<file path="src/rtl/bhc_pkg.sv">
package bhc_pkg;

  typedef enum logic [2:0] {
    ST_IDLE    = 3'd0,
    ST_DRAIN   = 3'd1,
    ST_FLOAT   = 3'd2,
    ST_HELD    = 3'd3,
    ST_RELEASE = 3'd4
  } bhc_state_e;

  function automatic logic pads_driven(input bhc_state_e st);
    return (st == ST_IDLE) || (st == ST_DRAIN);
  endfunction

endpackage

</file>
<file path="src/rtl/bhc_sync.sv">
module bhc_sync #(
  parameter int STAGES = 2
) (
  input  logic clk,
  input  logic rst_n,
  input  logic d,
  output logic q
);

  logic [STAGES-1:0] chain_q;

  always_ff @(posedge clk or negedge rst_n) begin
    if (!rst_n) chain_q[0] <= 1'b1;
    else        chain_q[0] <= d;
  end

  genvar g;
  generate
    for (g = 1; g < STAGES; g++) begin : g_stage
      always_ff @(posedge clk or negedge rst_n) begin
        if (!rst_n) chain_q[g] <= 1'b1;
        else        chain_q[g] <= chain_q[g-1];
      end
    end
  endgenerate

  assign q = chain_q[STAGES-1];

endmodule

</file>
<file path="src/rtl/bhc_fsm.sv">
module bhc_fsm
  import bhc_pkg::*;
(
  input  logic       clk,
  input  logic       rst_n,
  input  logic       bclk_en,
  input  logic       req_low,
  input  logic       eng_busy,
  output bhc_state_e state_q,
  output bhc_state_e state_d
);

  always_comb begin
    state_d = state_q;
    if (bclk_en) begin
      unique case (state_q)
        ST_IDLE: begin
          if (req_low) state_d = eng_busy ? ST_DRAIN : ST_FLOAT;
        end
        ST_DRAIN: begin
          if (!eng_busy) state_d = ST_FLOAT;
        end
        ST_FLOAT:   state_d = ST_HELD;
        ST_HELD: begin
          if (!req_low) state_d = ST_RELEASE;
        end
        ST_RELEASE: state_d = ST_IDLE;
        default:    state_d = ST_IDLE;
      endcase
    end
  end

  always_ff @(posedge clk or negedge rst_n) begin
    if (!rst_n) state_q <= ST_IDLE;
    else        state_q <= state_d;
  end

endmodule

</file>
<file path="src/rtl/bhc_pad_ctl.sv">
module bhc_pad_ctl
  import bhc_pkg::*;
#(
  parameter int ADDR_W = 20,
  parameter int DATA_W = 32,
  parameter int CTL_W  = 4
) (
  input  logic              clk,
  input  logic              rst_n,
  input  logic              bclk_en,
  input  bhc_state_e        state_d,
  output logic [ADDR_W-1:0] addr_drive,
  output logic [DATA_W-1:0] data_drive,
  output logic [CTL_W-1:0]  ctl_drive,
  output logic              ack_n
);

  logic drive_q, drive_d;
  logic ack_q, ack_d;

  always_comb begin
    drive_d = drive_q;
    ack_d   = ack_q;
    if (bclk_en) begin
      drive_d = pads_driven(state_d);
      ack_d   = (state_d != ST_HELD);
    end
  end

  always_ff @(posedge clk or negedge rst_n) begin
    if (!rst_n) begin
      drive_q <= 1'b1;
      ack_q   <= 1'b1;
    end else begin
      drive_q <= drive_d;
      ack_q   <= ack_d;
    end
  end

  genvar a;
  generate
    for (a = 0; a < ADDR_W; a++) begin : g_addr
      assign addr_drive[a] = drive_q;
    end
    for (a = 0; a < DATA_W; a++) begin : g_data
      assign data_drive[a] = drive_q;
    end
    for (a = 0; a < CTL_W; a++) begin : g_ctl
      assign ctl_drive[a] = drive_q;
    end
  endgenerate

  assign ack_n = ack_q;

endmodule

</file>
<file path="src/rtl/bus_hold_ctrl.sv">
module bus_hold_ctrl
  import bhc_pkg::*;
#(
  parameter int ADDR_W      = 20,
  parameter int DATA_W      = 32,
  parameter int CS_W        = 3,
  parameter int SYNC_STAGES = 2
) (
  input  logic              clk,
  input  logic              rst_n,
  input  logic              bclk_en,
  input  logic              hold_req_n,
  output logic              hold_ack_n,
  input  logic              eng_busy,
  output logic              eng_grant,
  output logic [ADDR_W-1:0] addr_drive,
  output logic [DATA_W-1:0] data_drive,
  output logic [CS_W:0]     ctl_drive
);

  localparam int CTL_W = CS_W + 1;

  logic [1:0]  rst_pipe_q;
  logic        rst_int_n;
  logic        req_sync;
  logic        req_low;
  bhc_state_e  state_q;
  bhc_state_e  state_d;

  // reset: asserted at once, released after two clean clock edges
  always_ff @(posedge clk or negedge rst_n) begin
    if (!rst_n) rst_pipe_q <= 2'b00;
    else        rst_pipe_q <= {rst_pipe_q[0], 1'b1};
  end
  assign rst_int_n = rst_pipe_q[1];

  bhc_sync #(.STAGES(SYNC_STAGES)) u_sync (
    .clk   (clk),
    .rst_n (rst_int_n),
    .d     (hold_req_n),
    .q     (req_sync)
  );
  assign req_low = ~req_sync;

  bhc_fsm u_fsm (
    .clk      (clk),
    .rst_n    (rst_int_n),
    .bclk_en  (bclk_en),
    .req_low  (req_low),
    .eng_busy (eng_busy),
    .state_q  (state_q),
    .state_d  (state_d)
  );

  bhc_pad_ctl #(
    .ADDR_W (ADDR_W),
    .DATA_W (DATA_W),
    .CTL_W  (CTL_W)
  ) u_pad (
    .clk        (clk),
    .rst_n      (rst_int_n),
    .bclk_en    (bclk_en),
    .state_d    (state_d),
    .addr_drive (addr_drive),
    .data_drive (data_drive),
    .ctl_drive  (ctl_drive),
    .ack_n      (hold_ack_n)
  );

  assign eng_grant = (state_q == ST_IDLE) && !req_low;

endmodule

</file>
<file path="config.mk">
export PLATFORM = sky130hd
export DESIGN_NAME = bus_hold_ctrl
export DESIGN_NICKNAME = d
export VERILOG_FILES = /design/src/rtl/bhc_pkg.sv /design/src/rtl/bhc_sync.sv /design/src/rtl/bhc_fsm.sv /design/src/rtl/bhc_pad_ctl.sv /design/src/rtl/bus_hold_ctrl.sv
export SDC_FILE = /design/constraint.sdc
export NUM_CORES = 1
export LEC_CHECK = 0
export BUFFER_PORTS_ARGS = -buffer_cell sky130_fd_sc_hd__buf_4
export CAP_MARGIN = 20
export CORE_ASPECT_RATIO = 1.2
export CORE_UTILIZATION = 38
export DETAILED_ROUTE_END_ITERATION = 8
export HOLD_SLACK_MARGIN = 0.02
export PLACE_DENSITY_LB_ADDON = 0.2
export SYNTH_ARGS = -nofsm -noshare
export SYNTH_HDL_FRONTEND = slang
export SYNTH_HIERARCHICAL = 1
export SYNTH_SLANG_ARGS = --single-unit
export TNS_END_PERCENT = 50
</file>
<file path="constraint.sdc">
create_clock -name clk -period 1.6 [get_ports clk]
set_input_delay 0.16 -clock clk [delete_from_list [all_inputs] [get_ports clk]]
set_output_delay 0.16 -clock clk [all_outputs]
set_load 0.005 [all_outputs]
</file>
==> flow_metrics.tcl <==
set metrics [dict create \
    status "finished with violations" \
    violations "design-rule violations" \
    initial_core_util_pct 41.3 \
    start_kind "register" \
    clk_latency_ns 0.24 \
    relSlewSlack_pct 66.0 \
    worstSetupPathType "register to register" \
    setup_viol 0 \
    reg2reg_to "u_pad/drive_q" \
    area.growth.synth_to_final_pct 18.9 \
    via_per_inst 4.02 \
    leakagePower_nw 0.487 \
    antenna_found_initial 0 \
    cts_made_buffers 3 \
    syn_nets 90 \
    grt_use_total_pct 9.20 \
    grt_pass1_wl_um 1540 \
    syn_area_per_cell_um2 9.20 \
    r2r_slack_ns 0.10 \
    min_period_ns 1.50 \
    cts_tree "yes" \
    clock_path_buffers 2 \
    synth-seq-area-share_pct 29.4 \
    critPathCapture "u_pad/drive_q" \
    drt-total-wl_um 1140 \
    fin_hold_ws_ns 0.106 \
    gp_congestion 0.693 \
    reg2regPathDepth 6 \
    grt_start_max_net_pins 43 \
    globalRouteOverflowTotal 0 \
    synth_area_leader_cell "buf_4" \
    clock_skew_ns 0.000289 \
    async_reset_ff_share_pct 100 \
    port_buffers 62 \
    dr_total_vias 470 \
    max_freq_mhz 668 \
    die_area_mm2 0.00224 \
    cp_max_fo 3 \
    p_per_area_mw_per_mm2 2290 \
    synth_flop_cell "dfrtp_1" \
    drt-initial-drc-count 19 \
    diodes 0 \
    post-route-period-util_pct 93.5 \
    netlist_top_cells_area "buf_4 54%, dfrtp_1 16%, dfstp_2 13%, a2111oi_2 1.9%, inv_1 1.9%" \
    cts_sinks 9 \
    clkTransAtPathRegs_ns 0.05 \
    coreArea_mm2 0.00189 \
    ys_ff_latch 9 \
    post_drt_wl_per_cell_um 9.73 \
    r2r_start "u_sync/q" \
    finalMaxSlewViolations 0 \
    layout-drive-gt1-share_pct 74.5 \
    drc_errors 16 \
    crit_path_start "u_sync/q" \
    synth_common_cells "56 x buf_4, 5 x dfrtp_1, 4 x dfstp_2, 4 x inv_1, 3 x nor2_1" \
    hold_path.class "register to async pin" \
    root_buffer "clkbuf_4" \
    cap_violations 0 \
    firstDrtPassIters 6 \
    synth.most_common_cell "buf_4" \
    rsz0062_at_grt "false" \
    finalHoldViolCount 0 \
    boundaryPins 63 \
    fin_tns_setup_ns 0 \
    vdd_ir_drop_max_mv 0.977 \
    synth_edf_count 0 \
    syn-instance-count 85 \
    htree_levels 1 \
    tightest_slew_ns 0.508 \
    die_width_um 43.4 \
    cp-end-kind "register" \
    fp-row-count 17 \
    nets 104 \
    fill_cells 179 \
    arrival_ns 1.67 \
    worstPathRequired_ns 1.77 \
    synth_top_cell_area_share_pct 53.8 \
    synth_cell_type_count 16 \
    die_y_um 51.7 \
    antenna_left 0 \
    ys_warn_count 6 \
    grt_pass1_vias 346 \
    syn_area_um2 782 \
    hpwl_um 927 \
]
[per-layer routing]
metal / up-vias / GRT usage (%) / wire, um
li1: 240 / - / -
met1: 195 / 10.0 / 422
met2: 35 / 16.4 / 580
met3: 0 / 1.04 / 136
met4: 0 / 6.25 / 0
met5: - / 0 / 0
[flip-flops by register name, indices dropped and copies added (netlist names)]
register        cells
rst_pipe_q          2
u_fsm/state_q       3
u_pad/ack_n         1
u_pad/drive_q       1
u_sync/chain_q      1
u_sync/q            1
[worst max-delay path, cell delays in order, from the launching register on]
cell and delay (ns):
dfstp_2 0.52, inv_1 0.04, and4b_1 0.33, nand2_1 0.07, o21ai_0 0.13, nor2_1 0.07, mux2_4 0.26
[repair_timing]
action / CTS / global route
hold buffers: 2 / 0
setup buffers: 0 / 0
hold endpoints to repair: 3 / 0
gates resized for setup: 0 / 1
setup endpoints to repair: 0 / 1
[power breakdown]
| group | internal (mW) | switching (mW) |
|---|---|---|
| Clock | 0.0951 | 0.0641 |
| Sequential | 0.314 | 0.110 |
| Combinational | 0.996 | 0.552 |
[area by class of cell]
| class | count | area (um2) | area share (%) |
|---|---|---|---|
| clock buffers | 4 | 26.3 | 2.83 |
| flip-flops and latches | 9 | 230 | 24.8 |
| multi-input cells | 16 | 129 | 13.9 |
| inverters | 4 | 15.0 | 1.62 |
| well taps | 19 | 23.8 | 2.56 |
| repair buffers | 65 | 505 | 54.4 |
[worst min-delay path by stage]
stage	to	cells past startpoint	start	slack (ns)
6_report	u_fsm/state_q[2]	0	rst_pipe_q[1]	0.11
5_1_grt	u_fsm/state_q[2]	0	rst_pipe_q[1]	0.13
4_1_cts	u_fsm/state_q[2]	0	rst_pipe_q[1]	0.12
3_5_place_dp	rst_pipe_q[1]	1	rst_n	-0.06
3_3_place_gp	rst_pipe_q[0]	1	rst_n	-0.06
2_1_floorplan	rst_pipe_q[0]	0	rst_n	-0.14
[cell families (layout without fill, tap and decap cells)]
logic type	count (synthesis)	after routing	synth area share, %
buf+inv	60	73	55.7
flops	9	9	29.4
simple gates	8	8	6.24
compound gates	6	6	6.24
other cells	1	1	0.480
mux	1	1	1.92
[stage by stage]
| stage | instances | cell area, um2 | util, % | setup WS [ns] | power [mW] |
|---|---|---|---|---|---|
| 6_report | 117 | 930 | 49.1 | 0.104 | 2.13 |
| 3_5_place_dp | 111 | 871 | 46.0 | 0.0840 | 1.97 |
| 3_3_place_gp | 111 | 871 | 46.0 | 0.132 | 1.96 |
| 2_1_floorplan | 85 | 782 | - | 0.207 | 1.76 |
| 5_1_grt | 117 | 930 | 49.1 | 0.00279 | 2.28 |
| 4_1_cts | 117 | 917 | 48.4 | 0.0777 | 2.15 |
[cells in the final DEF, fill, tap and decap left out]
| cell | n |
|---|---|
| a2111oi_1 | 1 |
| a2111oi_4 | 1 |
| a21oi_1 | 1 |
| a41oi_1 | 1 |
| and4b_1 | 1 |
| buf_12 | 1 |
| buf_4 | 62 |
| clkbuf_1 | 1 |
| clkbuf_4 | 3 |
| conb_1 | 1 |
| dfrtp_1 | 5 |
| dfstp_2 | 4 |
| dlygate4sd3_1 | 2 |
| inv_1 | 4 |
| mux2_4 | 1 |
| nand2_1 | 2 |
| nor2_1 | 3 |
| nor3_1 | 1 |
| nor4b_2 | 1 |
| o21ai_0 | 2 |
(Power assumes the default switching activity.)
